$ cat src/rtl/i2c_rf_pkg.sv
// Package: shared state types and the register file contents of the
// two-byte register target. Assumes a fixed list of mapped command codes.
package i2c_rf_pkg;

    localparam int NREG = 10;

    typedef enum logic [2:0] {
        ST_IDLE, ST_RX, ST_RXEND, ST_ACK, ST_TX, ST_MACK
    } st_e;

    typedef enum logic [1:0] {
        RL_ADDR, RL_CMD, RL_DHI, RL_DLO
    } role_e;

    // Command code of register slot i.
    function automatic logic [7:0] reg_code(input int i);
        case (i)
            0: return 8'hD0;
            1: return 8'hD1;
            2: return 8'hD2;
            3: return 8'hD3;
            4: return 8'h21;
            5: return 8'h25;
            6: return 8'h26;
            7: return 8'h01;
            8: return 8'h78;
            default: return 8'h98;
        endcase
    endfunction

    // Reset value of register slot i.
    function automatic logic [15:0] reg_rst(input int i);
        case (i)
            0: return 16'h000C;
            1: return 16'h01F0;
            3: return 16'h0008;
            9: return 16'h2200;
            default: return 16'h0000;
        endcase
    endfunction

endpackage

$ cat src/rtl/i2c_bus_sync.sv
// Bus synchronizer: brings SCL and SDA into the clk domain and finds
// SCL edges plus start/stop conditions. Assumes bus phases last longer
// than STAGES+1 clocks. Idle bus level is high.
module i2c_bus_sync #(
    parameter int STAGES = 2
) (
    input  logic clk,
    input  logic rst_n,
    input  logic scl_in,
    input  logic sda_in,
    output logic scl_s,
    output logic sda_s,
    output logic scl_rise,
    output logic scl_fall,
    output logic start_ev,
    output logic stop_ev
);
    logic [STAGES-1:0] scl_pipe, sda_pipe;
    logic scl_d, sda_d;

    // Purpose: metastability chains plus one delayed copy for edge finding.
    always_ff @(posedge clk) begin
        if (!rst_n) begin
            scl_pipe <= '1;
            sda_pipe <= '1;
            scl_d    <= 1'b1;
            sda_d    <= 1'b1;
        end else begin
            scl_pipe <= {scl_pipe[STAGES-2:0], scl_in};
            sda_pipe <= {sda_pipe[STAGES-2:0], sda_in};
            scl_d    <= scl_pipe[STAGES-1];
            sda_d    <= sda_pipe[STAGES-1];
        end
    end

    // Purpose: edge and bus-condition decode.
    always_comb begin
        scl_s    = scl_pipe[STAGES-1];
        sda_s    = sda_pipe[STAGES-1];
        scl_rise = scl_s & ~scl_d;
        scl_fall = ~scl_s & scl_d;
        start_ev = scl_s & scl_d & sda_d & ~sda_s;
        stop_ev  = scl_s & scl_d & ~sda_d & sda_s;
    end
endmodule

$ cat src/rtl/i2c_rf_store.sv
// Register store: one 16-bit register per mapped command code, with the
// reset values from the package. Unmapped codes are ignored on write and
// read as zero. Read is combinational.
module i2c_rf_store
    import i2c_rf_pkg::*;
#(
    parameter int N = NREG
) (
    input  logic        clk,
    input  logic        rst_n,
    input  logic        wr_en,
    input  logic [7:0]  wr_code,
    input  logic [15:0] wr_data,
    input  logic [7:0]  rd_code,
    output logic [15:0] rd_data
);
    logic [N-1:0][15:0] regs;
    logic               wr_hit;

    for (genvar i = 0; i < N; i++) begin : g_reg
        // Purpose: hold one register, load on a matching write.
        always_ff @(posedge clk) begin
            if (!rst_n)
                regs[i] <= reg_rst(i);
            else if (wr_en && wr_code == reg_code(i))
                regs[i] <= wr_data;
        end
    end

    // Purpose: code-to-register read mux, zero on no match.
    always_comb begin
        rd_data = '0;
        wr_hit  = 1'b0;
        for (int i = 0; i < N; i++) begin
            if (rd_code == reg_code(i)) rd_data = regs[i];
            if (wr_code == reg_code(i)) wr_hit = 1'b1;
        end
    end

    AST_UNMAPPED_IGNORED: assert property (@(posedge clk) disable iff (!rst_n)
        (wr_en && !wr_hit) |=> $stable(regs));
endmodule

$ cat src/rtl/i2c_regfile_target.sv
// Two-byte register target: byte-level protocol engine for an I2C target
// with its own address and a write-only broadcast address, combined and
// direct reads, and open-drain SDA. Assumes no clock stretching is needed
// and that SCL phases outlast the synchronizer delay.
module i2c_regfile_target
    import i2c_rf_pkg::*;
#(
    parameter logic [6:0] DEV_ADDR    = 7'h48,
    parameter logic [6:0] BCAST_ADDR  = 7'h47,
    parameter int         SYNC_STAGES = 2
) (
    input  logic clk,
    input  logic rst_n,
    input  logic scl_in,
    input  logic sda_in,
    output logic sda_oe
);
    localparam logic [7:0] PTR_RST = reg_code(0);

    logic scl_s, sda_s, scl_rise, scl_fall, start_ev, stop_ev;
    st_e         state;
    role_e       role;
    logic [2:0]  bitcnt;
    logic [7:0]  shreg, cmd_q, last_ptr, hi_q;
    logic        rw, cmd_seen, tx_lo, mack;
    logic        wr_en;
    logic [15:0] wr_data, rd_data;
    logic [7:0]  rd_code;
    logic        addr_ok;

    i2c_bus_sync #(.STAGES(SYNC_STAGES)) u_sync (
        .clk(clk), .rst_n(rst_n), .scl_in(scl_in), .sda_in(sda_in),
        .scl_s(scl_s), .sda_s(sda_s), .scl_rise(scl_rise),
        .scl_fall(scl_fall), .start_ev(start_ev), .stop_ev(stop_ev)
    );

    i2c_rf_store #(.N(NREG)) u_store (
        .clk(clk), .rst_n(rst_n), .wr_en(wr_en), .wr_code(last_ptr),
        .wr_data(wr_data), .rd_code(rd_code), .rd_data(rd_data)
    );

    // Purpose: read source select and address match.
    always_comb begin
        rd_code = cmd_seen ? cmd_q : last_ptr;
        addr_ok = (shreg[7:1] == DEV_ADDR) ||
                  (shreg[7:1] == BCAST_ADDR && !shreg[0]);
    end

    // Purpose: protocol state machine and SDA drive.
    always_ff @(posedge clk) begin
        if (!rst_n) begin
            state    <= ST_IDLE;
            role     <= RL_ADDR;
            bitcnt   <= '0;
            shreg    <= '0;
            cmd_q    <= '0;
            hi_q     <= '0;
            last_ptr <= PTR_RST;
            rw       <= 1'b0;
            cmd_seen <= 1'b0;
            tx_lo    <= 1'b0;
            mack     <= 1'b0;
            sda_oe   <= 1'b0;
            wr_en    <= 1'b0;
            wr_data  <= '0;
        end else begin
            wr_en <= 1'b0;
            if (start_ev) begin
                state  <= ST_RX;
                role   <= RL_ADDR;
                bitcnt <= '0;
                sda_oe <= 1'b0;
            end else if (stop_ev) begin
                state    <= ST_IDLE;
                sda_oe   <= 1'b0;
                cmd_seen <= 1'b0;
            end else begin
                case (state)
                    ST_RX: if (scl_rise) begin
                        shreg  <= {shreg[6:0], sda_s};
                        bitcnt <= bitcnt + 3'd1;
                        if (bitcnt == 3'd7) state <= ST_RXEND;
                    end
                    ST_RXEND: if (scl_fall) begin
                        state  <= ST_ACK;
                        sda_oe <= 1'b1;
                        case (role)
                            RL_ADDR: begin
                                rw <= shreg[0];
                                if (!addr_ok) begin
                                    state  <= ST_IDLE;
                                    sda_oe <= 1'b0;
                                end
                            end
                            RL_CMD: begin
                                cmd_q    <= shreg;
                                cmd_seen <= 1'b1;
                            end
                            RL_DHI: begin
                                hi_q     <= shreg;
                                cmd_seen <= 1'b0;
                            end
                            default: begin
                                wr_en    <= 1'b1;
                                wr_data  <= {hi_q, shreg};
                                last_ptr <= cmd_q;
                            end
                        endcase
                    end
                    ST_ACK: if (scl_fall) begin
                        bitcnt <= '0;
                        if (role == RL_ADDR && rw) begin
                            shreg  <= rd_data[15:8];
                            sda_oe <= ~rd_data[15];
                            tx_lo  <= 1'b0;
                            state  <= ST_TX;
                        end else if (role == RL_DLO) begin
                            sda_oe <= 1'b0;
                            state  <= ST_IDLE;
                        end else begin
                            sda_oe <= 1'b0;
                            state  <= ST_RX;
                            case (role)
                                RL_ADDR: role <= RL_CMD;
                                RL_CMD:  role <= RL_DHI;
                                default: role <= RL_DLO;
                            endcase
                        end
                    end
                    ST_TX: if (scl_fall) begin
                        if (bitcnt == 3'd7) begin
                            sda_oe <= 1'b0;
                            state  <= ST_MACK;
                        end else begin
                            shreg  <= {shreg[6:0], 1'b0};
                            sda_oe <= ~shreg[6];
                            bitcnt <= bitcnt + 3'd1;
                        end
                    end
                    ST_MACK: begin
                        if (scl_rise) mack <= ~sda_s;
                        if (scl_fall) begin
                            if (mack && !tx_lo) begin
                                shreg  <= rd_data[7:0];
                                sda_oe <= ~rd_data[7];
                                tx_lo  <= 1'b1;
                                bitcnt <= '0;
                                state  <= ST_TX;
                            end else begin
                                sda_oe   <= 1'b0;
                                cmd_seen <= 1'b0;
                                state    <= ST_IDLE;
                            end
                        end
                    end
                    default: ;
                endcase
            end
        end
    end

    AST_OE_SCL_LOW: assert property (@(posedge clk) disable iff (!rst_n)
        !$stable(sda_oe) |-> (!$past(scl_s) || $past(start_ev) || $past(stop_ev)));
    AST_RX_RELEASED: assert property (@(posedge clk) disable iff (!rst_n)
        (state == ST_RX) |-> !sda_oe);
    AST_BCAST_READ_NACK: assert property (@(posedge clk) disable iff (!rst_n)
        (state == ST_RXEND && role == RL_ADDR && scl_fall && !start_ev && !stop_ev
         && shreg == {BCAST_ADDR, 1'b1}) |=> !sda_oe);
    AST_STOP_IDLE: assert property (@(posedge clk) disable iff (!rst_n)
        stop_ev |=> (state == ST_IDLE && !sda_oe));
    AST_MACK_FREE: assert property (@(posedge clk) disable iff (!rst_n)
        (state == ST_MACK) |-> !sda_oe);
endmodule

$ cat config.mk
export PLATFORM = sky130hd
export DESIGN_NAME = i2c_regfile_target
export DESIGN_NICKNAME = d
export VERILOG_FILES = /design/src/rtl/i2c_rf_pkg.sv /design/src/rtl/i2c_bus_sync.sv /design/src/rtl/i2c_rf_store.sv /design/src/rtl/i2c_regfile_target.sv
export SDC_FILE = /design/constraint.sdc
export NUM_CORES = 1
export LEC_CHECK = 0
export ABC_AREA = 1
export BUFFER_PORTS_ARGS = -buffer_cell sky130_fd_sc_hd__buf_4
export CAP_MARGIN = 20
export CORE_UTILIZATION = 55
export DETAILED_ROUTE_END_ITERATION = 7
export GPL_ROUTABILITY_DRIVEN = 0
export PLACE_DENSITY = 0.79
export SLEW_MARGIN = 15
export SYNTH_ARGS = -nofsm -noshare
export SYNTH_HDL_FRONTEND = slang
export SYNTH_HIERARCHICAL = 1
export SYNTH_SLANG_ARGS = --single-unit
$ cat constraint.sdc
create_clock -name clk -period 6.5 [get_ports clk]
set_clock_uncertainty 0.05 [all_clocks]
set_input_delay 1.3 -clock clk [delete_from_list [all_inputs] [get_ports clk]]
set_output_delay 1.3 -clock clk [all_outputs]
set_load 0.1 [all_outputs]
==> results.tsv, run 1 <==
metric	value	unit
viasPerCell	5.95	
slew_viol_final	0	
fin_cells	1564	
firstDrtPassIters	6	
cap_violations	0	
crit_type	flop to flop	
netlist_area	0.0102	mm²
post-route-period-util	0.514	
leakagePower	4.30	nW
die_y	138	µm
async_flop_share	0	
core	0.0181	mm²
grt_pass1_wl	44300	µm
fin_setup_tns	0	ns
startpoint_type	flop	
diodes	0	
arrival	3.74	ns
grt.total_usage	0.288	
cts_buffers	24	
grt_max_degree	73	
cts_hold_buf	0	
synth_edf_count	0	
clockBufferDepth	3	
holdPathStages	2	
slew_headroom	0.315	
cts_sinks	228	
clkPwrFrac	0.450	
nets	1324	
num_rows	49	
portBuffers	4	
comb_power_share	0.103	
cts_tree	yes	
final-setup-viol-count	0	
syn_to_final_growth	7.70	%
grt_overflow	0	
ys_types	40	
fillers	1604	
fmax	299	MHz
htreeDepth	1	
dieWidth	138	µm
place.detailed.hpwl	16800	µm
yosysWarnings	6	
reg2reg_depth	13	
power_density	289	mW/mm²
avgSynthCellArea	7.54	µm²
grt_setup_unrepaired	no	
p_seq_frac	0.447	
crit_required	6.90	ns
ys_seq_area_frac	0.446	
status	completed	
hold_violations	0	
worstPathMaxFanout	18	
antenna_found_initial	0	
worstSetupEndpointType	flop	
fin_crit	3.34	ns
ir_drop	224	µV
die_area	0.0192	mm²
synthFlopType	dfxtp_1	
cts.repair.resized	0	
intPower	2.36	mW
tightest_slew	1.03	ns
wirelength	27600	µm
synth_fp_nets	1363	
switching_share	0.259	
io_pins	5	
vias	9300	
netlist_instances	1357	
drt-initial-drc-count	972	
drt-wirelength-per-cell	17.6	µm
p_sw	827	µW
layout-drive-gt1-share	0.109	
insertion_delay	0.53	ns
cts.clk_slew.worst_paths	0.06	ns
drcViolationCount	0	
hold_class	flop to flop	
ys_ff_latch	228	
postCtsSetupRepairBufs	0	
dp_cells	1519	
clockRootBuffer	clkbuf_16	
initial_core_util	0.566	
first_global_vias	8439	
ant_nets	0	
## power by group through the flow
stage | combinational [mW] | sequential (mW) | clock, mW
detailed placement | 0.299 | 1.46 | 0
global route | 0.365 | 1.43 | 1.50
finish | 0.329 | 1.43 | 1.43
CTS | 0.303 | 1.42 | 1.44
global placement | 0.293 | 1.46 | 0
floorplan | 0.245 | 1.45 | 0
## worst max-delay path, stage by stage, from the launching register on
cell	delay, ns
dfxtp_1	0.30
inv_1	0.17
o21ai_0	0.47
nand2_1	0.17
nor2_4	0.53
and2_1	0.72
nand2_1	0.12
nand4_1	0.19
nor2_1	0.06
nand4_1	0.08
nand2_1	0.06
o211ai_1	0.11
nand3_1	0.09
a21oi_1	0.13
## area by class of cell
type / instances / area, µm² / share of cell area
clock buffers: 34 / 698 / 0.0634
inverters: 128 / 484 / 0.0439
clock inverters: 9 / 134 / 0.0121
well taps: 229 / 287 / 0.0260
multi-input cells: 921 / 4730 / 0.429
flip-flops and latches: 228 / 4560 / 0.414
repair buffers: 15 / 125 / 0.0114
## path summary, 6_finish.rpt
| kind | start | to | slack (ns) |
|---|---|---|---|
| min | u_sync/scl_pipe[0] | u_sync/scl_pipe[1] | 0.35 |
| max reg2reg | cmd_seen | shreg[5] | 3.16 |
| min reg2reg | u_sync/scl_pipe[0] | u_sync/scl_pipe[1] | 0.35 |
| max | cmd_seen | shreg[5] | 3.16 |
## cell usage after synthesis (2+ instances only)
cell / number / share of area
o21ai_0: 97 / 0.047
o21ai_1: 61 / 0.030
buf_6: 12 / 0.013
clkbuf_1: 27 / 0.0099
ha_1: 2 / 0.0024
a31oi_1: 2 / 0.0012
inv_1: 90 / 0.033
nand2_1: 198 / 0.073
nor2_4: 7 / 0.0077
nand4_1: 34 / 0.021
a21oi_1: 150 / 0.073
dfxtp_1: 228 / 0.45
clkinv_1: 16 / 0.0059
o211ai_1: 17 / 0.012
nand2_2: 8 / 0.0049
buf_2: 32 / 0.016
inv_2: 20 / 0.0073
a211oi_1: 16 / 0.012
buf_4: 8 / 0.0059
nor2_2: 7 / 0.0043
nor2_1: 168 / 0.062
o211ai_2: 3 / 0.0037
nand3_1: 93 / 0.045
a211oi_2: 28 / 0.034
nor3_1: 11 / 0.0054
nand3_2: 4 / 0.0039
a21oi_2: 3 / 0.0026
nor3_4: 3 / 0.0048
## sequential cells by signal, summed over array words and instances (netlist names)
register,count
rw,1
u_sync/scl_d,1
last_ptr,8
wr_data,16
cmd_q,8
cmd_seen,1
tx_lo,1
shreg,8
bitcnt,3
mack,1
role,2
u_sync/scl_pipe,2
sda_oe,1
u_sync/sda_pipe,2
hi_q,8
u_sync/sda_d,1
u_store/regs,160
state,3
wr_en,1
## kinds of logic after synthesis
kind of cell,share of synthesized area
adder cells (fa/ha/maj),0.00245
flip-flops,0.446
AND/OR/NAND/NOR,0.243
AO/OA/AOI/OAI,0.217
buffers and inverters,0.0923
## per-layer routing
| layer | vias up | part of all wire | GRT usage | wire, µm |
|---|---|---|---|---|
| met2 | 407 | 0.44 | 0.444 | 12100 |
| met3 | 88 | 0.084 | 0.0433 | 2310 |
| li1 | 4480 | - | - | - |
| met5 | - | 0 | 0 | 0 |
| met4 | 0 | 0.039 | 0.121 | 1070 |
| met1 | 4325 | 0.44 | 0.403 | 12100 |
## through the flow
| stage | cell area (µm²) | setup slack [ns] | util | power (mW) | hold WS (ns) |
|---|---|---|---|---|---|
| final | 11000 | 3.16 | 0.609 | 3.19 | 0.348 |
| after global routing | 11000 | 2.95 | 0.609 | 3.29 | 0.369 |
| after CTS | 11000 | 2.77 | 0.608 | 3.17 | 0.351 |
| after detailed placement | 10200 | 2.92 | 0.562 | 1.75 | 0.338 |
| after global placement | 10200 | 3.00 | 0.562 | 1.75 | 0.339 |
| after floorplan | 10200 | 4.20 | - | 1.70 | 0.330 |
## cell usage in the layout, fill, tap and decap left out, types with 24 or more instances in the layout
cell type	netlist	routed
o21ai_0	97	97
inv_1	90	90
dfxtp_1	228	228
nand4_1	34	34
clkbuf_16	0	24
nand2_1	198	198
nor2_1	168	168
nand3_1	93	93
a211oi_2	28	28
a21oi_1	150	150
o21ai_1	61	61
No activity file was read; power rests on OpenSTA's default activity.
==> inputs of run 2 (changes only) <==
PLACE_DENSITY = 0.81   (was 0.79)
clock period = 3 ns   (was 6.5 ns; I/O delays follow)
==> results.tsv, run 2 (synthesized netlist as in run 1, its figures left out) <==
metric	value	unit
leakagePower	4.38	nW
htreeDepth	1	
startpoint_type	flop	
busiest_layer	met2	
io_pins	5	
layout_commonest_cell	dfxtp_1	
nets	1340	
firstDrtPassIters	6	
cap_violations	0	
die_y	138	µm
antenna_found_initial	0	
power_density	617	mW/mm²
grt_overflow	0	
ant_nets	0	
arrival	3.22	ns
r2r-end	shreg[2]	
drt-wirelength-per-cell	17.2	µm
largestRegisters	u_store/regs (160), wr_data (16)	
grtUsageMet3	0.0409	
grt_max_degree	58	
timing.rr.start	cmd_seen	
core	0.0181	mm²
worstPathMaxFanout	17	
fin_crit	2.83	ns
first_global_vias	8394	
crit_chain	inv_1 -> o21ai_0 -> inv_1 -> nand2_1 -> nor2_4 -> and2_1 -> buf_4 -> nand2_1 -> nand4_1 -> nor2_1 -> nand4_1 -> nand2_1 -> o211ai_1 -> nand3_1 -> a21oi_1	
p_total	6.89	mW
cp.buffers_inverters	3	
post-route-period-util	0.945	
hold_class	input port to flop	
cts.clk_slew.worst_paths	0.06	ns
intPower	5.12	mW
wirelength	27100	µm
cts_hold_buf	0	
clockBufferDepth	3	
rrSetupSlack	0.17	ns
comb_power_share	0.103	
slew_headroom	0.359	
initial_core_util	0.566	
slowest_delay	0.53	ns
die_area	0.0192	mm²
syn_to_final_growth	9.15	%
hp-start	sda_in	
status	completed	
drt-initial-drc-count	909	
met2_usage	0.452	
crit_type	flop to flop	
largest_reg_flops	160	
grt.total_usage	0.280	
switching_share	0.258	
place.detailed.hpwl	17300	µm
cts_sinks	228	
p_seq_frac	0.448	
ir_drop	419	µV
num_rows	49	
clkPwrFrac	0.450	
critPathSlowestCell	and2_1	
dieWidth	138	µm
hold_ws	0.209	ns
slew_viol_final	0	
regMostFlops	u_store/regs	
tightest_slew	0.960	ns
p_sw	1.78	mW
viasPerCell	5.88	
grt_util_met1	0.379	
portBuffers	4	
cts_tree	yes	
cts_buffers	25	
crit_top_cell	nand2_1	
worstSetupEndpointType	flop	
holdPathStages	3	
crit_required	3.38	ns
place_area	0.0103	mm²
insertion_delay	0.52	ns
vias	9281	
reg2reg_depth	15	
layout-drive-gt1-share	0.120	
diodes	0	
hold_violations	0	
critPathTopFamily	simple AND/OR/NAND/NOR gates	
final-setup-viol-count	0	
grt_pass1_wl	43700	µm
fmax	353	MHz
clockRootBuffer	clkbuf_16	
drcViolationCount	0	
final_cell_mix	dfxtp_1 (228), nand2_1 (197), nor2_1 (168)	
final_area	0.0112	mm²
min_to	u_sync/sda_pipe[0]	
-- run 2: cell count changes in the layout (fill, tap and decap cells not counted), moves of 2 or more --
cell      delta
buf_4       +12
buf_12       +2
clkbuf_8     -2
clkinv_2     +2
-- run 2: power groups by stage --
stage	sequential, mW	clock, mW	combinational [mW]
after CTS	3.09	3.12	0.689
after floorplan	3.15	0	0.531
final	3.09	3.10	0.708
after global routing	3.09	3.26	0.773
after detailed placement	3.15	0	0.688
after global placement	3.15	0	0.674
-- run 2: per-stage QoR --
stage                     worst slack [ns]   util  setup TNS [ns]  cells
after global routing              -0.00406  0.617        -0.00767   1579
after CTS                            0.139  0.614               0   1576
after global placement               0.249  0.568               0   1533
after detailed placement             0.177  0.568               0   1533
after floorplan                      0.697      -               0   1357
final                                0.166  0.617               0   1579
-- run 2: final cells by class --
class / count / area [µm²]
fillers: 1527 / 6920
multi-input cells: 921 / 4730
flip-flops and latches: 228 / 4560
clock buffers: 33 / 696
inverters: 128 / 488
well taps: 229 / 287
repair buffers: 30 / 270
clock inverters: 10 / 128
-- run 2: per-layer routing --
layer | wire (µm) | vias to the layer above | part of all wire
met4 | 863 | 0 | 0.032
met5 | 0 | - | 0
met1 | 11800 | 4270 | 0.43
met2 | 12300 | 420 | 0.45
li1 | - | 4518 | -
met3 | 2130 | 73 | 0.079
-- run 2: what timing repair did --
item / in CTS / in global routing
setup buffers: 0 / 2
setup endpoints to repair: 0 / 9
hold endpoints to repair: 0 / 0
gates resized for setup: 0 / 4
-- run 2: worst max path at each step --
| stage | startpoint | to | slack [ns] | depth (start not counted) |
|---|---|---|---|---|
| finish | cmd_seen | shreg[2] | 0.17 | 15 |
| global route | cmd_seen | shreg[2] | -0.004 | 15 |
| CTS | cmd_seen | shreg[7] | 0.14 | 14 |
| detailed placement | cmd_seen | shreg[7] | 0.18 | 14 |
| global placement | cmd_seen | sda_oe | 0.25 | 14 |
| floorplan | cmd_seen | sda_oe | 0.70 | 18 |
-- run 2: worst register-to-register path, stage by stage, from the launching register on --
cell and delay [ns]:
dfxtp_1 0.30, inv_1 0.31, o21ai_0 0.26, inv_1 0.14, nand2_1 0.13, nor2_4 0.12, and2_1 0.53, buf_4 0.24
nand2_1 0.05, nand4_1 0.12, nor2_1 0.06, nand4_1 0.07, nand2_1 0.06, o211ai_1 0.10, nand3_1 0.09, a21oi_1 0.13
